File: config.mk
export PLATFORM = sky130hd
export DESIGN_NAME = idrom_reader
export DESIGN_NICKNAME = d
export VERILOG_FILES = /design/src/rtl/idrom_pkg.sv /design/src/rtl/idrom_datapath.sv /design/src/rtl/idrom_ctrl.sv /design/src/rtl/idrom_reader.sv
export SDC_FILE = /design/constraint.sdc
export NUM_CORES = 1
export LEC_CHECK = 0
export BUFFER_PORTS_ARGS = -buffer_cell sky130_fd_sc_hd__buf_2
export CAP_MARGIN = 20
export CORE_MARGIN = 1.5
export CORE_UTILIZATION = 60
export CTS_CLUSTER_SIZE = 10
export DETAILED_ROUTE_END_ITERATION = 10
export GPL_ROUTABILITY_DRIVEN = 0
export PLACE_DENSITY = 0.8
export SLEW_MARGIN = 0
export SYNTH_ARGS = -nofsm -noshare
export SYNTH_HDL_FRONTEND = slang
export SYNTH_SLANG_ARGS = --single-unit
export TNS_END_PERCENT = 20
File: constraint.sdc
create_clock -name clk -period 4.9 [get_ports clk]
set_input_delay 0.245 -clock clk [delete_from_list [all_inputs] [get_ports clk]]
set_output_delay 0.245 -clock clk [all_outputs]
set_load 0.02 [all_outputs]
File: src/rtl/idrom_pkg.sv
package idrom_pkg;

  typedef enum logic [1:0] {
    LM_IDLE  = 2'd0,
    LM_START = 2'd1,
    LM_BITS  = 2'd2,
    LM_STOP  = 2'd3
  } lineMode_e;

  typedef struct packed {
    lineMode_e mode;      // which waveform the line generator produces
    logic      loadAddr;  // preload the transmit shifter with the address
    logic      rxDir;     // bits 0..7 come from the ROM (line released)
    logic      ackDrive;  // pull the line low in the ninth clock
  } ctlStrobe_t;

endpackage

File: src/rtl/idrom_datapath.sv
module idrom_datapath
  import idrom_pkg::*;
#(
  parameter int DIV = 4
) (
  input  logic       clk,
  input  logic       rstN,
  input  ctlStrobe_t ctl,
  input  logic [7:0] addrByte,
  input  logic       sdaIn,
  output logic       sclOut,
  output logic       sdaOe,
  output logic       segEnd,
  output logic       bitEnd,
  output logic [3:0] bitIdx,
  output logic [7:0] rxByte,
  output logic       ackLow
);

  localparam int DIV_W = (DIV > 1) ? $clog2(DIV) : 1;
  localparam logic [DIV_W-1:0] DIV_LAST = DIV_W'(DIV - 1);
  localparam logic [3:0] ACK_SLOT = 4'd8;

  logic [DIV_W-1:0] divCnt;
  logic [1:0]       phase;
  logic             qTick;
  logic             sampleNow;
  logic [7:0]       txReg;
  logic             sclNext;
  logic             sdaLowNext;
  logic             sdaLowDly;

  assign qTick     = (divCnt == DIV_LAST);
  assign segEnd    = qTick && (phase == 2'd3);
  assign bitEnd    = segEnd && (ctl.mode == LM_BITS);
  assign sampleNow = qTick && (phase == 2'd2) && (ctl.mode == LM_BITS);

  always_ff @(posedge clk or negedge rstN) begin
    if (!rstN) begin
      divCnt <= '0;
      phase  <= 2'd0;
    end else begin
      divCnt <= qTick ? '0 : divCnt + 1'b1;
      if (qTick) phase <= phase + 2'd1;
    end
  end

  always_ff @(posedge clk or negedge rstN) begin
    if (!rstN) begin
      bitIdx <= 4'd0;
    end else if (ctl.mode != LM_BITS) begin
      bitIdx <= 4'd0;
    end else if (bitEnd) begin
      bitIdx <= (bitIdx == ACK_SLOT) ? 4'd0 : bitIdx + 4'd1;
    end
  end

  // transmit shifter advances only at bit boundaries (clock low next)
  always_ff @(posedge clk or negedge rstN) begin
    if (!rstN) begin
      txReg <= 8'hFF;
    end else if (ctl.loadAddr) begin
      txReg <= addrByte;
    end else if (bitEnd && (bitIdx != ACK_SLOT)) begin
      txReg <= {txReg[6:0], 1'b1};
    end
  end

  // receive sampling in the middle of the clock-high half
  always_ff @(posedge clk or negedge rstN) begin
    if (!rstN) begin
      rxByte <= 8'h00;
      ackLow <= 1'b0;
    end else if (sampleNow) begin
      if (bitIdx == ACK_SLOT) ackLow <= ~sdaIn;
      else                    rxByte <= {rxByte[6:0], sdaIn};
    end
  end

  always_comb begin
    sclNext    = 1'b1;
    sdaLowNext = 1'b0;
    unique case (ctl.mode)
      LM_IDLE: begin
        sclNext    = 1'b1;
        sdaLowNext = 1'b0;
      end
      LM_START: begin
        sclNext    = 1'b1;
        sdaLowNext = phase[1];
      end
      LM_BITS: begin
        sclNext = phase[1];
        if (bitIdx == ACK_SLOT) sdaLowNext = ctl.ackDrive;
        else                    sdaLowNext = ctl.rxDir ? 1'b0 : ~txReg[7];
      end
      LM_STOP: begin
        sclNext    = (phase != 2'd0);
        sdaLowNext = ~phase[1];
      end
      default: begin
        sclNext    = 1'b1;
        sdaLowNext = 1'b0;
      end
    endcase
  end

  // data line trails the clock line by one cycle so it moves with clock low
  always_ff @(posedge clk or negedge rstN) begin
    if (!rstN) begin
      sclOut    <= 1'b1;
      sdaLowDly <= 1'b0;
      sdaOe     <= 1'b0;
    end else begin
      sclOut    <= sclNext;
      sdaLowDly <= sdaLowNext;
      sdaOe     <= sdaLowDly;
    end
  end

  assert_sample_high_R9: assert property (@(posedge clk) disable iff (!rstN)
    sampleNow |-> sclOut)
    else $error("sampling while clock line low");

  assert_bit_range_R10: assert property (@(posedge clk) disable iff (!rstN)
    bitIdx <= ACK_SLOT)
    else $error("bit index out of range");

  assert_seg_spacing_R10: assert property (@(posedge clk) disable iff (!rstN)
    segEnd |=> !segEnd)
    else $error("segment ends too close together");

endmodule

File: src/rtl/idrom_ctrl.sv
module idrom_ctrl
  import idrom_pkg::*;
#(
  parameter int NUM_BYTES = 4
) (
  input  logic       clk,
  input  logic       rstN,
  input  logic       segEnd,
  input  logic       bitEnd,
  input  logic [3:0] bitIdx,
  input  logic       ackLow,
  input  logic [7:0] rxByte,
  output ctlStrobe_t ctl,
  output logic [7:0] byteData,
  output logic       byteValid,
  output logic       done,
  output logic       error
);

  localparam int CNT_W = (NUM_BYTES > 1) ? $clog2(NUM_BYTES) : 1;
  localparam logic [CNT_W-1:0] LAST_IDX = CNT_W'(NUM_BYTES - 1);

  typedef enum logic [2:0] {
    S_IDLE, S_START, S_ADDR, S_READ, S_STOP, S_DONE
  } state_e;

  state_e           state;
  logic [CNT_W-1:0] byteCnt;
  logic             lastByte;
  logic             byteEnd;
  logic             dataDone;

  assign lastByte = (byteCnt == LAST_IDX);
  assign byteEnd  = bitEnd && (bitIdx == 4'd8);
  assign dataDone = bitEnd && (bitIdx == 4'd7);

  always_comb begin
    ctl          = '0;
    ctl.mode     = LM_IDLE;
    ctl.loadAddr = (state == S_IDLE);
    unique case (state)
      S_START: ctl.mode = LM_START;
      S_ADDR:  ctl.mode = LM_BITS;
      S_READ: begin
        ctl.mode     = LM_BITS;
        ctl.rxDir    = 1'b1;
        ctl.ackDrive = !lastByte;
      end
      S_STOP:  ctl.mode = LM_STOP;
      default: ctl.mode = LM_IDLE;
    endcase
  end

  always_ff @(posedge clk or negedge rstN) begin
    if (!rstN) begin
      state     <= S_IDLE;
      byteCnt   <= '0;
      byteData  <= 8'h00;
      byteValid <= 1'b0;
      done      <= 1'b0;
      error     <= 1'b0;
    end else begin
      byteValid <= 1'b0;
      unique case (state)
        S_IDLE:  if (segEnd) state <= S_START;
        S_START: if (segEnd) state <= S_ADDR;
        S_ADDR: begin
          if (byteEnd) begin
            if (ackLow) begin
              state   <= S_READ;
              byteCnt <= '0;
            end else begin
              error <= 1'b1;
              state <= S_STOP;
            end
          end
        end
        S_READ: begin
          if (dataDone) begin
            byteValid <= 1'b1;
            byteData  <= rxByte;
          end
          if (byteEnd) begin
            if (lastByte) state <= S_STOP;
            else          byteCnt <= byteCnt + 1'b1;
          end
        end
        S_STOP: begin
          if (segEnd) begin
            state <= S_DONE;
            done  <= 1'b1;
          end
        end
        default: state <= S_DONE;
      endcase
    end
  end

  assert_single_pulse_R5: assert property (@(posedge clk) disable iff (!rstN)
    byteValid |=> !byteValid)
    else $error("byte strobe longer than one cycle");

  assert_done_sticky_R7: assert property (@(posedge clk) disable iff (!rstN)
    done |=> done)
    else $error("done dropped");

  assert_nack_stops_R4: assert property (@(posedge clk) disable iff (!rstN)
    (state == S_ADDR && byteEnd && !ackLow) |=> (state == S_STOP && error))
    else $error("missing acknowledge not handled");

  assert_err_no_bytes_R8: assert property (@(posedge clk) disable iff (!rstN)
    error |-> !byteValid)
    else $error("byte emitted after address refusal");

endmodule

File: src/rtl/idrom_reader.sv
module idrom_reader
  import idrom_pkg::*;
#(
  parameter int         DIV        = 4,
  parameter int         NUM_BYTES  = 4,
  parameter logic [7:0] START_ADDR = 8'h00
) (
  input  logic       clk,
  input  logic       rstN,
  input  logic       sdaIn,
  output logic       sclOut,
  output logic       sdaOe,
  output logic [7:0] byteData,
  output logic       byteValid,
  output logic       done,
  output logic       error
);

  ctlStrobe_t ctl;
  logic       segEnd;
  logic       bitEnd;
  logic [3:0] bitIdx;
  logic [7:0] rxByte;
  logic       ackLow;

  idrom_ctrl #(.NUM_BYTES(NUM_BYTES)) uCtrl (
    .clk      (clk),
    .rstN     (rstN),
    .segEnd   (segEnd),
    .bitEnd   (bitEnd),
    .bitIdx   (bitIdx),
    .ackLow   (ackLow),
    .rxByte   (rxByte),
    .ctl      (ctl),
    .byteData (byteData),
    .byteValid(byteValid),
    .done     (done),
    .error    (error)
  );

  idrom_datapath #(.DIV(DIV)) uPath (
    .clk     (clk),
    .rstN    (rstN),
    .ctl     (ctl),
    .addrByte(START_ADDR),
    .sdaIn   (sdaIn),
    .sclOut  (sclOut),
    .sdaOe   (sdaOe),
    .segEnd  (segEnd),
    .bitEnd  (bitEnd),
    .bitIdx  (bitIdx),
    .rxByte  (rxByte),
    .ackLow  (ackLow)
  );

endmodule

Yosys cells after proc, flatten, opt, wreduce, memory -nomap -nowiden
Index checks and enable logic that the tools add are counted.
{"block": "word_totals", "romBits": 0, "mem_bits_rw": 0, "latch_bits": 0, "input_bits": 3, "out_inout_bits": 13, "register_bits": 44, "wordCells": 97, "mem_count": 0}
{"block": "op_classes", "n_reduce_logical": 23, "bitwise": 5, "addsub": 4, "eq_ne": 23, "mul": 0, "order_cmp": 0, "div": 0, "n_shift": 0, "mux": 27}
{"op": "$mux 3", "count": 7}
{"op": "$mux 8", "count": 2}
{"op": "$pmux 3 s5", "count": 1}
{"op": "$ne 2x1->1 const B", "count": 7}
{"op": "$eq 2x2->1 const B", "count": 6}
{"op": "$mux 2", "count": 6}
{"op": "$mux 4", "count": 3}
{"op": "$reduce_and 2->1", "count": 4}
{"op": "$reduce_bool 2->1", "count": 4}
{"op": "$logic_and 1x1->1", "count": 7}
{"op": "$add 2x1->2 const B", "count": 3}
{"op": "$eq 3x2->1 const B", "count": 2}
{"op": "$pmux 2 s3", "count": 1}
{"op": "$reduce_and 6->1", "count": 1}
{"op": "$not 1->1", "count": 5}
{"op": "$reduce_and 5->1", "count": 1}
{"op": "$add 4x1->4 const B", "count": 1}
{"op": "$eq 4x3->1 const B", "count": 1}
{"op": "$eq 4x4->1 const B", "count": 1}
{"op": "$mux 1", "count": 4}
{"op": "$ne 2x2->1 const B", "count": 2}
{"op": "$ne 4x4->1 const B", "count": 1}
{"op": "$pmux 1 s4", "count": 1}
{"op": "$pmux 2 s2", "count": 1}
{"op": "9 further kinds", "count": 10}

Logic depth before layout (Yosys ltp)
{"block": "logic_depth", "word_depth": 8, "ltp_mapped": 6, "depth_no_buf": 5}

Cells and area by module
Synthesis repeated with hierarchy kept, for this count alone.
{"block": "hier_totals", "hier_cells": 185, "area_unflattened_um2": 2138.3}
{"module": "idrom_datapath", "seq_area_each_um2": 711.9, "area_per_inst_um2": 1308.8, "instances": 1, "cells_per_inst": 114}
{"module": "idrom_ctrl", "seq_area_each_um2": 400.4, "area_per_inst_um2": 825.8, "instances": 1, "cells_per_inst": 70}
{"module": "idrom_reader", "seq_area_each_um2": 0.0, "area_per_inst_um2": 3.8, "instances": 1, "cells_per_inst": 1}

Worst setup path after synthesis
Ideal clock, no wire load.
{"block": "synth_timing", "path_kind": "register to register", "start": "register uPath.phase[1]", "end": "register uCtrl.byteData[0]", "t_arrival_ns": 1.649, "n_path_buf": 0, "slack_ns": 3.127, "synth_period_minus_slack_ns": 1.773, "t_required_ns": 4.775, "stages_incl_launch_ff": 5, "setup_time_ns": 0.125, "cell_sequence": "dfrtp_1 > ha_1 > nand4b_2 > nor4_4 > mux2_2"}
{"block": "synth_via", "elab_chain_len": 5}
{"element": "from (decl)", "line": "idrom_datapath.sv:25", "text": "logic [1:0] phase;"}
{"element": "from (signal assigned)", "line": "idrom_datapath.sv:44", "text": "if (qTick) phase <= phase + 2'd1;"}
{"element": "$eq 2x2->1", "line": "idrom_datapath.sv:34", "text": "assign segEnd = qTick && (phase == 2'd3);"}
{"element": "$logic_and 1x1->1", "line": "idrom_datapath.sv:34"}
{"element": "$logic_and 1x1->1", "line": "idrom_datapath.sv:35", "text": "assign bitEnd = segEnd && (ctl.mode == LM_BITS);"}
{"element": "$logic_and 1x1->1", "line": "idrom_ctrl.sv:35", "text": "assign dataDone = bitEnd && (bitIdx == 4'd7);"}
{"element": "$reduce_and 2->1 (no line)"}
{"element": "to (signal assigned)", "line": "idrom_ctrl.sv:81", "text": "byteData <= rxByte;"}
{"element": "to (decl)", "line": "idrom_ctrl.sv:14", "text": "output logic [7:0] byteData,"}
Every way passes these cells.
A chain may end at the register's enable or synchronous reset.

Worst setup path in the final report
{"block": "layout_timing", "start": "register uPath.divCnt[0]", "end": "register uCtrl.byteData[2]"}
{"block": "layout_via", "elab_chain_len": 5}
{"element": "from (decl)", "line": "idrom_datapath.sv:24", "text": "logic [DIV_W-1:0] divCnt;"}
{"element": "from (signal assigned)", "line": "idrom_datapath.sv:43", "text": "divCnt <= qTick ? '0 : divCnt + 1'b1;"}
{"element": "$eq 2x2->1", "line": "idrom_datapath.sv:33", "text": "assign qTick = (divCnt == DIV_LAST);"}
{"element": "$logic_and 1x1->1", "line": "idrom_datapath.sv:34"}
{"element": "$logic_and 1x1->1", "line": "idrom_datapath.sv:35"}
{"element": "$logic_and 1x1->1", "line": "idrom_ctrl.sv:35"}
{"element": "$reduce_and 2->1 (no line)"}
Every way passes these cells.

==> results.md <==
- Run status: finished clean
- # hold bufs at CTS: 0
- Startpoint types: register
- Maxcap violations: 0
- GRT Total Usage: 22.37%
- # IOs: 16
- Die area: around 3700 um^2
- CP required: just over 5 ns
- Seq/Total Area, Yosys: roughly 56%
- Hold violation count in the final report: 0
- Inst Count DP: 217
- Origin of the critical flop-to-flop path: uPath.divCnt[0]
- Yosys warns: 0
- CTS buffer count: 5
- # DRC: 0
- Max Buffers Root-to-Sink: 2
- Worst setup margin: 2.772 ns
- CTS resizes: 0
- Clock transition at the registers of the reported paths: between 0.1 and 0.15 ns
- Worst-skew pair later-pin latency: around 0.35 ns
- Syn Nets: 177
- Setup Fix Bufs, Post-CTS: 0
- RSZ-0062 raised after global routing: no
- Total gr overflow: 0
- Die Span X: 60.76 um
- Post-route setup TNS: 0 ns
- Slew margin rel.: around two fifths
- Initial DRT Pass Iterations: 4
- Post-synth EDFFs: 0
- Crit path buf inv count: 0
- VDD IR-drop max: roughly 0.00019 V
- Nets@finish: 190
- Final setup fails: 0
- DR WL/cell: roughly 16 um
- Non-Filler Instances: around 230
- CP max-delay cell: nor4_4
- First-pass GRT wire length: ~5800 um
- Worst slew pin tran: 0.9223 ns
- Setup WS pre-CTS: around 2.8 ns
- Setup Skew: around 0.011 ns
- Vias in the first global route: 1,242
- Fin Hold WS: between 0.01 and 0.015 ns
- Final worst path period share: approximately 43%
- Final ANT Viol Nets: 0
- Fin. max-slew vios: 0
- Starting Density: approximately 65%
- Worst hold path type: primary input to async pin
- Cells after Synth: about 170
- Vias: between 1,000 and 1,500
- Kind of critical path: register to register
- Initial antenna violation count: 0
- Synth async-reset ratio: 100.0%
- H-tree levels: 2
- Vias per cell: approximately 5.9
- Final min period: ~2.1 ns
- CTS tree: built
- Area Growth Syn to Fin: 7.188%
- Crit path DAT: between 2 and 2.5 ns
- Crit path largest cell delay: about 0.56 ns
- Crit path launch: uPath.divCnt[0]
- CP max FO: 12
- Yosys reg bits: 44
- I/O Buffers: 15
- Total routed wirelength: between 3000 and 4000 um
- Post-synth cell types: 45
- Crit. End Element: register
- Clock tree sinks: 44
- Main flop type after synthesis: dfrtp_1
- Synthesized area: roughly 2000 um^2
- PD cells: between 200 and 250 nW/um^2
- Die H: about 61 um
- Syn avg cell area: around 12 um^2
- F_max: between 400 and 500 MHz
- 1st-iter DRT viols: between 90 and 100
- Fraction of layout cells with a size suffix above 1: about 29%
- Root buf cell: clkbuf_4
- Kind of cell adding the most delay to the critical path: simple AND/OR/NAND/NOR gates
- CP Cell Sequence: ha_1 -> nand4b_2 -> nor4_4 -> mux2_2
- Core area: 3103 um^2
- Static Leak: slightly below 1 nW
- # rows: 20
- Antenna Cells: 0
- Post-route total power: 0.0005353 W
- Largest net degree at the start of global routing: 45
- Post-DP HPWL: ~2400 um
- Number of fill cells: 244
## final timing paths
kind	end	slack (ns)	depth (start not counted)
setup / recovery	uCtrl.byteData[2]	2.77	4
max in group asynchronous	uPath.rxByte[2]	4.32	1
setup reg to reg	uCtrl.byteData[2]	2.77	4
hold reg to reg	uPath.sdaOe	0.38	0
hold / removal	uCtrl.done	0.01	1
min in group clk	uPath.ackLow	0.08	2
## layout make-up
type	instances	area (um^2)	area share (%)
Clock inverter	1	5.005	0.2332
Clock buffer	7	45.04	2.099
Sequential cell	44	1112	51.84
Timing Repair Buffer	15	75.07	3.499
Multi-Input combinational cell	109	834.6	38.89
Tap cell	44	55.05	2.566
Inverter	5	18.77	0.8746
## cell usage in the layout, fill, tap and decap left out, drive strengths merged, types with 2 or more instances in the layout
cell type,count
a21o,2
a21oi,5
buf,15
clkbuf,7
dfrtp,35
dfstp,9
ha,7
inv,5
mux2,18
nand2,14
nand2b,3
nand3,10
nand3b,3
nand4b,3
nor2,5
nor4,2
o211ai,2
o21ai,9
or3,3
## flip-flops by register name (all words and copies together) (netlist names), 2 cells and up
register / cells
uPath.rxByte: 8
uPath.txReg: 8
uCtrl.byteCnt: 2
uPath.bitIdx: 4
uCtrl.byteData: 8
uPath.divCnt: 2
uCtrl.state: 3
uPath.phase: 2
## report_power, final
part | internal [W] | switching [W]
clock | 0.0000560 | 0.000108
sequential | 0.000364 | 0.000000305
combinational | 0.000000797 | 0.00000680
total | 0.000421 | 0.000115
## synth_stat cells, drive strengths merged, types with 3 or more instances
| master | number | area (um^2) |
|---|---|---|
| dfrtp | 35 | 875.8 |
| mux2 | 18 | 202.7 |
| nand2 | 14 | 52.55 |
| nand3 | 10 | 50.05 |
| dfstp | 9 | 236.5 |
| o21ai | 9 | 45.04 |
| clkbuf | 7 | 26.28 |
| ha | 7 | 87.58 |
| a21oi | 5 | 25.02 |
| inv | 5 | 18.77 |
| nor2 | 5 | 18.77 |
| nand2b | 3 | 18.77 |
| nand3b | 3 | 22.52 |
| nand4b | 3 | 32.53 |
| or3 | 3 | 18.77 |
## through the flow
stage / cell area, um^2 / util (%)
2_1_floorplan: 2002 / -
5_1_grt: 2146 / 69.15
4_1_cts: 2146 / 69.15
3_3_place_gp: 2096 / 67.54
6_report: 2146 / 69.15
3_5_place_dp: 2096 / 67.54
## kinds of logic (layout without fill, tap and decap cells)
logic type	after synthesis	after routing	share of synthesized area [%]
xor gates and xnor gates	1	1	0.4376
AOI/OAI and AO/OA	31	31	10.50
muxes	18	18	10.12
DFF	44	44	55.56
adders and majority gates	7	7	4.375
buffers and inverters	14	28	2.750
and+or+nand+nor	52	52	16.25
## per-layer routing
layer | wire (um) | track usage (%)
met1 | 1584 | 29.55
met2 | 1692 | 33.95
met3 | 160 | 8.529
met4 | 65 | 8.075
met5 | 0 | 0
Power figures use the tool's default switching activity.
